`src/rtl/fsb_pkg.sv`:
```
package fsb_pkg;

  typedef enum logic {
    LAYOUT_SPLIT  = 1'b0,
    LAYOUT_PACKED = 1'b1
  } layout_e;

  // Full-resolution luma index of a pixel.
  function automatic int unsigned luma_index(input int unsigned r,
                                             input int unsigned c,
                                             input int unsigned width);
    return r * width + c;
  endfunction

  // Index of the 2x2 group holding a pixel; serves both the split chroma
  // array and the packed group array.
  function automatic int unsigned quad_index(input int unsigned r,
                                             input int unsigned c,
                                             input int unsigned width);
    return (r >> 1) * (width >> 1) + (c >> 1);
  endfunction

  // Position of a pixel's luma inside a packed group word.
  function automatic int unsigned lane_of(input logic row_lsb,
                                          input logic col_lsb);
    return {30'd0, row_lsb, col_lsb};
  endfunction

endpackage

```
`src/rtl/fsb_scan_ctr.sv`:
```
module fsb_scan_ctr #(
  parameter int unsigned     H_PIX  = 1600,
  parameter int unsigned     V_PIX  = 1200,
  parameter fsb_pkg::layout_e LAYOUT = fsb_pkg::LAYOUT_SPLIT,
  parameter int unsigned     CW     = $clog2(H_PIX),
  parameter int unsigned     RW     = $clog2(V_PIX)
) (
  input  logic          clk,
  input  logic          rst_n,
  input  logic          adv,
  output logic [RW-1:0] row,
  output logic [CW-1:0] col,
  output logic          last_pix,
  output logic          first_pix
);

  localparam int unsigned GCW = CW - 1;
  localparam int unsigned GRW = RW - 1;

  generate
    if (LAYOUT == fsb_pkg::LAYOUT_SPLIT) begin : g_raster
      logic [CW-1:0] col_q;
      logic [RW-1:0] row_q;
      logic          col_end;
      logic          row_end;

      assign col_end = (col_q == CW'(H_PIX - 1));
      assign row_end = (row_q == RW'(V_PIX - 1));

      always_ff @(posedge clk) begin
        if (!rst_n) begin
          col_q <= '0;
          row_q <= '0;
        end else if (adv) begin
          if (col_end) begin
            col_q <= '0;
            row_q <= row_end ? '0 : row_q + 1'b1;
          end else begin
            col_q <= col_q + 1'b1;
          end
        end
      end

      assign row      = row_q;
      assign col      = col_q;
      assign last_pix = col_end && row_end;
    end else begin : g_quad
      logic [1:0]     sub_q;
      logic [GCW-1:0] gc_q;
      logic [GRW-1:0] gr_q;
      logic           sub_end;
      logic           gc_end;
      logic           gr_end;

      assign sub_end = (sub_q == 2'd3);
      assign gc_end  = (gc_q == GCW'(H_PIX / 2 - 1));
      assign gr_end  = (gr_q == GRW'(V_PIX / 2 - 1));

      always_ff @(posedge clk) begin
        if (!rst_n) begin
          sub_q <= '0;
          gc_q  <= '0;
          gr_q  <= '0;
        end else if (adv) begin
          sub_q <= sub_q + 2'd1;
          if (sub_end) begin
            if (gc_end) begin
              gc_q <= '0;
              gr_q <= gr_end ? '0 : gr_q + 1'b1;
            end else begin
              gc_q <= gc_q + 1'b1;
            end
          end
        end
      end

      assign row      = {gr_q, sub_q[1]};
      assign col      = {gc_q, sub_q[0]};
      assign last_pix = sub_end && gc_end && gr_end;
    end
  endgenerate

  assign first_pix = (row == '0) && (col == '0);

endmodule

```
`src/rtl/fsb_addr_gen.sv`:
```
module fsb_addr_gen #(
  parameter int unsigned      H_PIX   = 1600,
  parameter fsb_pkg::layout_e LAYOUT  = fsb_pkg::LAYOUT_SPLIT,
  parameter int unsigned      CW      = 11,
  parameter int unsigned      RW      = 11,
  parameter int unsigned      LUMA_AW = 21,
  parameter int unsigned      GRP_AW  = 19
) (
  input  logic [RW-1:0]      row,
  input  logic [CW-1:0]      col,
  output logic [LUMA_AW-1:0] luma_addr,
  output logic [GRP_AW-1:0]  chroma_addr,
  output logic [GRP_AW-1:0]  group_addr
);

  logic [GRP_AW-1:0] quad_addr;

  assign quad_addr = GRP_AW'(fsb_pkg::quad_index(32'(row), 32'(col), H_PIX));

  generate
    if (LAYOUT == fsb_pkg::LAYOUT_SPLIT) begin : g_split
      assign luma_addr   = LUMA_AW'(fsb_pkg::luma_index(32'(row), 32'(col), H_PIX));
      assign chroma_addr = quad_addr;
      assign group_addr  = '0;
    end else begin : g_packed
      assign luma_addr   = '0;
      assign chroma_addr = '0;
      assign group_addr  = quad_addr;
    end
  endgenerate

endmodule

```
`src/rtl/fsb_out_stage.sv`:
```
module fsb_out_stage #(
  parameter fsb_pkg::layout_e LAYOUT = fsb_pkg::LAYOUT_SPLIT,
  parameter int unsigned      DW     = 8,
  parameter int unsigned      CW     = 11,
  parameter int unsigned      RW     = 11
) (
  input  logic          clk,
  input  logic          rst_n,
  input  logic          issue_fire,
  input  logic          issue_sof,
  input  logic [RW-1:0] issue_row,
  input  logic [CW-1:0] issue_col,
  input  logic [DW-1:0]   luma_rdata,
  input  logic [2*DW-1:0] chroma_rdata,
  input  logic [6*DW-1:0] group_rdata,
  output logic          fetch_valid,
  output logic          pix_valid,
  output logic          pix_sof,
  output logic [RW-1:0] pix_row,
  output logic [CW-1:0] pix_col,
  output logic [DW-1:0] pix_y,
  output logic [DW-1:0] pix_u,
  output logic [DW-1:0] pix_v
);

  logic          fetch_sof;
  logic [RW-1:0] fetch_row;
  logic [CW-1:0] fetch_col;
  logic [DW-1:0] sel_y;
  logic [DW-1:0] sel_u;
  logic [DW-1:0] sel_v;

  // Stage 1: tag travels alongside the memory read.
  always_ff @(posedge clk) begin
    if (!rst_n) begin
      fetch_valid <= 1'b0;
      fetch_sof   <= 1'b0;
      fetch_row   <= '0;
      fetch_col   <= '0;
    end else begin
      fetch_valid <= issue_fire;
      fetch_sof   <= issue_fire && issue_sof;
      if (issue_fire) begin
        fetch_row <= issue_row;
        fetch_col <= issue_col;
      end
    end
  end

  generate
    if (LAYOUT == fsb_pkg::LAYOUT_SPLIT) begin : g_split
      wire unused_grp = ^{group_rdata, fetch_row[0]};
      assign sel_y = luma_rdata;
      assign sel_u = chroma_rdata[DW-1:0];
      assign sel_v = chroma_rdata[2*DW-1:DW];
    end else begin : g_packed
      wire unused_split = ^{luma_rdata, chroma_rdata};
      int unsigned lane;
      assign lane  = fsb_pkg::lane_of(fetch_row[0], fetch_col[0]);
      assign sel_y = group_rdata[lane*DW +: DW];
      assign sel_u = group_rdata[4*DW +: DW];
      assign sel_v = group_rdata[5*DW +: DW];
    end
  endgenerate

  // Stage 2: registered hand-off to the colour decoder.
  always_ff @(posedge clk) begin
    if (!rst_n) begin
      pix_valid <= 1'b0;
      pix_sof   <= 1'b0;
      pix_row   <= '0;
      pix_col   <= '0;
      pix_y     <= '0;
      pix_u     <= '0;
      pix_v     <= '0;
    end else begin
      pix_valid <= fetch_valid;
      pix_sof   <= fetch_sof;
      if (fetch_valid) begin
        pix_row <= fetch_row;
        pix_col <= fetch_col;
        pix_y   <= sel_y;
        pix_u   <= sel_u;
        pix_v   <= sel_v;
      end
    end
  end

endmodule

```
`src/rtl/fb_yuv_scanner.sv`:
```
module fb_yuv_scanner #(
  parameter int unsigned      H_PIX  = 1600,
  parameter int unsigned      V_PIX  = 1200,
  parameter int unsigned      DW     = 8,
  parameter fsb_pkg::layout_e LAYOUT = fsb_pkg::LAYOUT_SPLIT,
  localparam int unsigned     CW      = $clog2(H_PIX),
  localparam int unsigned     RW      = $clog2(V_PIX),
  localparam int unsigned     LUMA_AW = $clog2(H_PIX * V_PIX),
  localparam int unsigned     GRP_AW  = $clog2((H_PIX / 2) * (V_PIX / 2))
) (
  input  logic               clk,
  input  logic               rst_n,
  input  logic               scan_en,
  output logic [LUMA_AW-1:0] luma_addr,
  output logic [GRP_AW-1:0]  chroma_addr,
  output logic [GRP_AW-1:0]  group_addr,
  input  logic [DW-1:0]      luma_rdata,
  input  logic [2*DW-1:0]    chroma_rdata,
  input  logic [6*DW-1:0]    group_rdata,
  output logic               pix_valid,
  output logic               pix_sof,
  output logic [RW-1:0]      pix_row,
  output logic [CW-1:0]      pix_col,
  output logic [DW-1:0]      pix_y,
  output logic [DW-1:0]      pix_u,
  output logic [DW-1:0]      pix_v
);

  // Named internal events, visible to the bound checker.
  logic [RW-1:0] scan_row;
  logic [CW-1:0] scan_col;
  logic          last_pix;
  logic          first_pix;
  logic          issue_sof;
  logic          fetch_valid;

  fsb_scan_ctr #(
    .H_PIX (H_PIX),
    .V_PIX (V_PIX),
    .LAYOUT(LAYOUT),
    .CW    (CW),
    .RW    (RW)
  ) u_scan (
    .clk      (clk),
    .rst_n    (rst_n),
    .adv      (scan_en),
    .row      (scan_row),
    .col      (scan_col),
    .last_pix (last_pix),
    .first_pix(first_pix)
  );

  fsb_addr_gen #(
    .H_PIX  (H_PIX),
    .LAYOUT (LAYOUT),
    .CW     (CW),
    .RW     (RW),
    .LUMA_AW(LUMA_AW),
    .GRP_AW (GRP_AW)
  ) u_addr (
    .row        (scan_row),
    .col        (scan_col),
    .luma_addr  (luma_addr),
    .chroma_addr(chroma_addr),
    .group_addr (group_addr)
  );

  assign issue_sof = first_pix;

  fsb_out_stage #(
    .LAYOUT(LAYOUT),
    .DW    (DW),
    .CW    (CW),
    .RW    (RW)
  ) u_out (
    .clk         (clk),
    .rst_n       (rst_n),
    .issue_fire  (scan_en),
    .issue_sof   (issue_sof),
    .issue_row   (scan_row),
    .issue_col   (scan_col),
    .luma_rdata  (luma_rdata),
    .chroma_rdata(chroma_rdata),
    .group_rdata (group_rdata),
    .fetch_valid (fetch_valid),
    .pix_valid   (pix_valid),
    .pix_sof     (pix_sof),
    .pix_row     (pix_row),
    .pix_col     (pix_col),
    .pix_y       (pix_y),
    .pix_u       (pix_u),
    .pix_v       (pix_v)
  );

endmodule

```
`config.mk`:
```
export PLATFORM = sky130hd
export DESIGN_NAME = fb_yuv_scanner
export DESIGN_NICKNAME = d
export VERILOG_FILES = /design/src/rtl/fsb_pkg.sv /design/src/rtl/fsb_scan_ctr.sv /design/src/rtl/fsb_addr_gen.sv /design/src/rtl/fsb_out_stage.sv /design/src/rtl/fb_yuv_scanner.sv
export SDC_FILE = /design/constraint.sdc
export NUM_CORES = 1
export LEC_CHECK = 0
export BUFFER_PORTS_ARGS = -buffer_cell sky130_fd_sc_hd__buf_2
export CAP_MARGIN = 0
export CORE_ASPECT_RATIO = 1.4
export CORE_MARGIN = 2
export CORE_UTILIZATION = 49
export CTS_BUF_LIST = sky130_fd_sc_hd__clkbuf_8 sky130_fd_sc_hd__clkbuf_16
export CTS_CLUSTER_DIAMETER = 40
export DETAILED_ROUTE_END_ITERATION = 16
export PLACE_DENSITY = 0.81
export SLEW_MARGIN = 20
export SYNTH_ARGS = -nofsm -noshare
export SYNTH_HDL_FRONTEND = slang
export SYNTH_SLANG_ARGS = --single-unit
```
`constraint.sdc`:
```
create_clock -name clk -period 10.4 [get_ports clk]
set_input_delay 0.52 -clock clk [delete_from_list [all_inputs] [get_ports clk]]
set_output_delay 0.52 -clock clk [all_outputs]
set_load 0.01 [all_outputs]
```
==> After elaboration in Yosys (flattened, before gate mapping) <==
Index checks and enable logic that the tools add are counted.
Widths: inputs -> output; s select.
{ "word_totals": {"reg_bits": 94, "out_inout_bits": 107, "word_cells": 28} }
{ "classes": {"n_addsub": 4, "n_mux": 2, "n_mul": 2, "reduce_logical": 5, "n_eq_ne": 2} }
{ "ops": {"columns": ["cell", "n"], "rows": [
  ["$add 11x1->11 const B", 2],
  ["$eq 11x11->1 const B", 2],
  ["$logic_not 11->1", 2],
  ["$mux 11", 2],
  ["$add 21x11->21", 1],
  ["$add 19x10->19", 1],
  ["$mul 11x5->15 const B", 1],
  ["$mul 10x5->14 const B", 1],
  ["$logic_and 1x1->1", 2],
  ["$reduce_and 2->1", 1]
]} }

==> Logic depth before layout (Yosys ltp) <==
{ "logic_depth": {"ltp_word": 3, "depth_mapped": 15, "ltp_nobuf": 14} }

==> Modules after synthesis <==
From an unflattened synthesis, not the netlist that was laid out.
{ "hier_totals": {"cells_unflattened": 633, "hier_area_um2": 5994.5} }
{ "modules_own_cells": {"columns": ["mod", "cells_per_inst", "area_each_um2", "seq_area_each_um2", "n_inst"], "rows": [
  ["fsb_out_stage", 228, 2693.8, 1441.4, 1],
  ["fsb_addr_gen", 255, 2108.3, 0.0, 1],
  ["fsb_scan_ctr", 150, 1192.4, 440.4, 1]
]} }

==> Worst setup path after synthesis <==
Ideal clock, no wire load.
{ "synth_path": {"kind": "reg-to-output", "startpoint": "register u_scan.g_raster.row_q[6], in the netlist u_scan.row[6]", "endpoint": "output luma_addr[20]", "path_slack_ps": 6394, "stages_incl_launch_ff": 16, "required_time_ps": 9880, "arrival_ps": 3486, "cell_sequence": "dfxtp_1 -> inv_1 -> ha_1 -> ha_1 -> inv_1 -> fa_1 -> inv_1 -> ha_1 -> clkbuf_8 -> a21oi_1 -> o21ai_0 -> a21oi_1 -> xor2_1 -> or3_4 -> nor4_2 -> xnor2_1"} }
{ "synth_via": {"elab_chain_cells": 2} }
{ "synth_lines": {"columns": ["element", "line", "rtl"], "rows": [
  ["from (decl)", "fsb_scan_ctr.sv:23", "logic [RW-1:0] row_q;"],
  ["from (signal assigned)", "fsb_scan_ctr.sv:37", "row_q <= row_end ? '0 : row_q + 1'b1;"],
  ["$mul 11x5->15", "fsb_pkg.sv:12", "return r * width + c;"],
  ["$add 21x11->21", "fsb_pkg.sv:12", null],
  ["to (decl)", "fb_yuv_scanner.sv:14", "output logic [LUMA_AW-1:0] luma_addr,"]
]} }
Every way passes these cells.

==> Worst setup path in the final report <==
Ends and elaborated chain as after synthesis.

==> results.toml <==
[drt]
ant_nets = 0
routed-via-count = 4294
drt-total-wl_um = 11400
route.detailed.drc = 0
drt_iter0_markers = 76
avgViaCountPerCell = 4.96
dr.pass1.iters = 4
routedWlPerCell_um = 13.2

[sta]
post-route-min-period_ns = 4.78
clock_skew_ns = 0.00830
slew_viol_final = 0
worstMarginPinSlew_ns = 0.822
fin_crit_sh = 0.459
setup-violations-final = 0
grt_setup_unrepaired = "false"
worst_slack_ns = 5.63
max_freq_mhz = 209
final.setup.tns_ns = 0
slew_headroom = 0.452
hold_violations = 0

[worst_hold_path]
holdCritStartpoint = "chroma_rdata[9]"
whs_endpoint = "u_out.pix_v[1]$_SDFFE_PN0P_"
hp-class = "in2reg"
hold-path-cell-count = 3

[die]
core_area_um2 = 11800
dieArea_um2 = 13000
die_h_um = 134
die_width_um = 96.9
io_pins = 182
initial_utilization = 0.501
fp-row-count = 47

[yosys]
synth_top_cell_area_share = 0.318
ys_types = 52
synth_top_area_cell = "dfxtp_1"
synth-async-reset-ratio = 0
synth_area_um2 = 5920
synth_seq_cells = 94
synth-edff-count = 0
synthTopCellsByArea = "dfxtp_1 (32%), ha_1 (12%), mux2i_1 (12%)"
syn_inst = 619
syn_avg_cell_area_um2 = 9.57
ys.flop_type = "dfxtp_1"
synth_seq_area_share = 0.318
ys_warn_count = 0

[worst_setup_path]
crit_chain = "inv_1 -> ha_1 -> ha_1 -> inv_1 -> fa_1 -> inv_1 -> ha_1 -> a21oi_1 -> o21ai_0 -> a21oi_1 -> xor2_1 -> or3_4 -> nor4_2 -> xnor2_1 -> buf_2"
critical_path_required_ns = 9.88
crit_buf_inv = 4
cp.arrival_ns = 4.26
critPathLaunchType = "register"
cp-end-kind = "output port"
path_max_fanout = 8
crit_family = "adder cells"
crit_type = "reg2out"
cp_slowest_stage_delay_ns = 0.50
slowest_stage = "dfxtp_1"
rrSetupSlack_ns = 8.11
r2r_cells = 8
r2r_start = "u_scan.col[1]$_SDFFE_PN0P_"
regToRegEndpoint = "u_scan.row[10]$_SDFFE_PN0P_"

[cts]
cts_inserted_buffers = 9
clk_latency_ns = 0.33
clock_path_buffers = 2
clk_root_buffer_cell = "clkbuf_16"
ctsHoldBuffers = 0
cts_tree = "done"
htree_levels = 3
clkTransAtPathRegs_ns = 0.07
post_cts_buffers = 0
clkSinkCount = 94
ctsResizeCount = 0

[cells_and_area]
multi_input_area_um2 = 3600
antennaDiodeCount = 0
fin_area_um2 = 6800
drive_gt1_frac = 0.213
layout.cells.non_filler = 865
final_common_cell = "buf_2"
area_growth_pct = 14.9
final_cell_mix = "buf_2 (114), dfxtp_1 (93), nor2b_1 (72)"
regArea_um2 = 1880
fillers = 1069
nets = 856

[power]
leakagePower_nw = 3.26
p_per_area_nw_per_um2 = 120
vdd_ir_drop_max_mv = 0.161

[status]
status = "completed"

[flow_run]
drv_cap = 0

[global_route]
grt_pass1_vias = 4217
track_usage = 0.171
grt_max_degree = 44
grt_overflow = 0
grt_pass1_wl_um = 18700
antenna_found_initial = 0

[place]
dp.cells = 849
pre_cts_ws_ns = 5.96
gp_congestion = 0.837
dp_hpwl_um = 8870
dpl_cell_area_um2 = 6420
port_buffers = 114
[report_power, final]
part           internal (W)  leakage [nW]   total, W  switching, W
clock network      0.000267         0.184   0.000402      0.000134
registers          0.000366         0.762   0.000371    0.00000514
logic             0.0000219          2.31  0.0000457     0.0000238
total              0.000656          3.26   0.000819      0.000163
[tightest hold or removal path, cell delays in order]
cell,delay [ns]
buf_2,0.07
mux2i_1,0.05
nor2b_1,0.09
[metrics by stage]
stage	util	power, W	hold WS, ns
2_1_floorplan	-	0.000416	0.412
3_3_place_gp	0.544	0.000424	0.430
3_5_place_dp	0.544	0.000425	0.433
4_1_cts	0.575	0.000827	0.436
5_1_grt	0.575	0.000848	0.445
6_report	0.575	0.000819	0.445
[cell type report]
cell class,instances,area share
tap,147,0.0270
timing repair buffer,116,0.0861
inverter,45,0.0248
sequential,94,0.277
clock buffer,10,0.0351
multi-input combinational,447,0.530
clock inverter,6,0.0202
[logic make-up after synthesis]
logic type | Yosys count | synth area share
other | 1 | 0.000633
AND/OR/NAND/NOR | 178 | 0.172
AO/OA/AOI/OAI | 50 | 0.0532
adder cells (fa/ha/maj) | 69 | 0.157
multiplexers | 69 | 0.117
XOR/XNOR | 62 | 0.0980
buffers and inverters | 96 | 0.0851
flip-flops | 94 | 0.318
[synthesized netlist by cell type, types with 4 or more instances]
| library cell | count |
|---|---|
| dfxtp_1 | 94 |
| nor2b_1 | 72 |
| mux2i_1 | 69 |
| ha_1 | 59 |
| inv_1 | 45 |
| xnor2_1 | 39 |
| nor2_1 | 31 |
| buf_4 | 30 |
| nand2_1 | 22 |
| a21oi_1 | 19 |
| xor2_1 | 18 |
| nand3_1 | 14 |
| o21ai_0 | 12 |
| clkbuf_1 | 11 |
| fa_1 | 9 |
| nand4_1 | 8 |
| and2_1 | 7 |
| buf_1 | 6 |
| a21boi_0 | 4 |
| a21o_1 | 4 |
| and3_1 | 4 |
[flip-flops by register name, summed over array words and instances, names as in the netlist]
signal,cells
u_out.fetch_col,11
u_out.pix_row,11
u_out.pix_u,8
u_out.fetch_sof,1
u_out.pix_y,8
u_out.pix_sof,1
u_out.pix_v,8
u_scan.col,11
u_out.pix_valid,1
u_out.fetch_row,11
u_out.fetch_valid,1
u_out.pix_col,11
u_scan.row,11
[how the worst max path moves through the flow]
stage | depth (start not counted) | endpoint | slack [ns] | startpoint
6_report | 15 | luma_addr[20] | 5.63 | u_scan.row[6]$_SDFFE_PN0P_
5_1_grt | 15 | luma_addr[20] | 5.30 | u_scan.row[6]$_SDFFE_PN0P_
4_1_cts | 15 | luma_addr[20] | 5.57 | u_scan.row[6]$_SDFFE_PN0P_
3_5_place_dp | 15 | luma_addr[20] | 5.96 | u_scan.row[6]$_SDFFE_PN0P_
3_3_place_gp | 15 | luma_addr[20] | 5.98 | u_scan.row[6]$_SDFFE_PN0P_
2_1_floorplan | 15 | luma_addr[20] | 6.39 | u_scan.row[6]$_SDFFE_PN0P_
[metal layers]
metal  part of all wire  global-route usage  vias up
met5                  0                   0        -
met2               0.52               0.320      112
met1               0.42               0.194     1984
li1                   -                   -     2180
met3              0.043              0.0276       18
met4              0.018              0.0634        0
No activity file was read; power rests on OpenSTA's default activity.
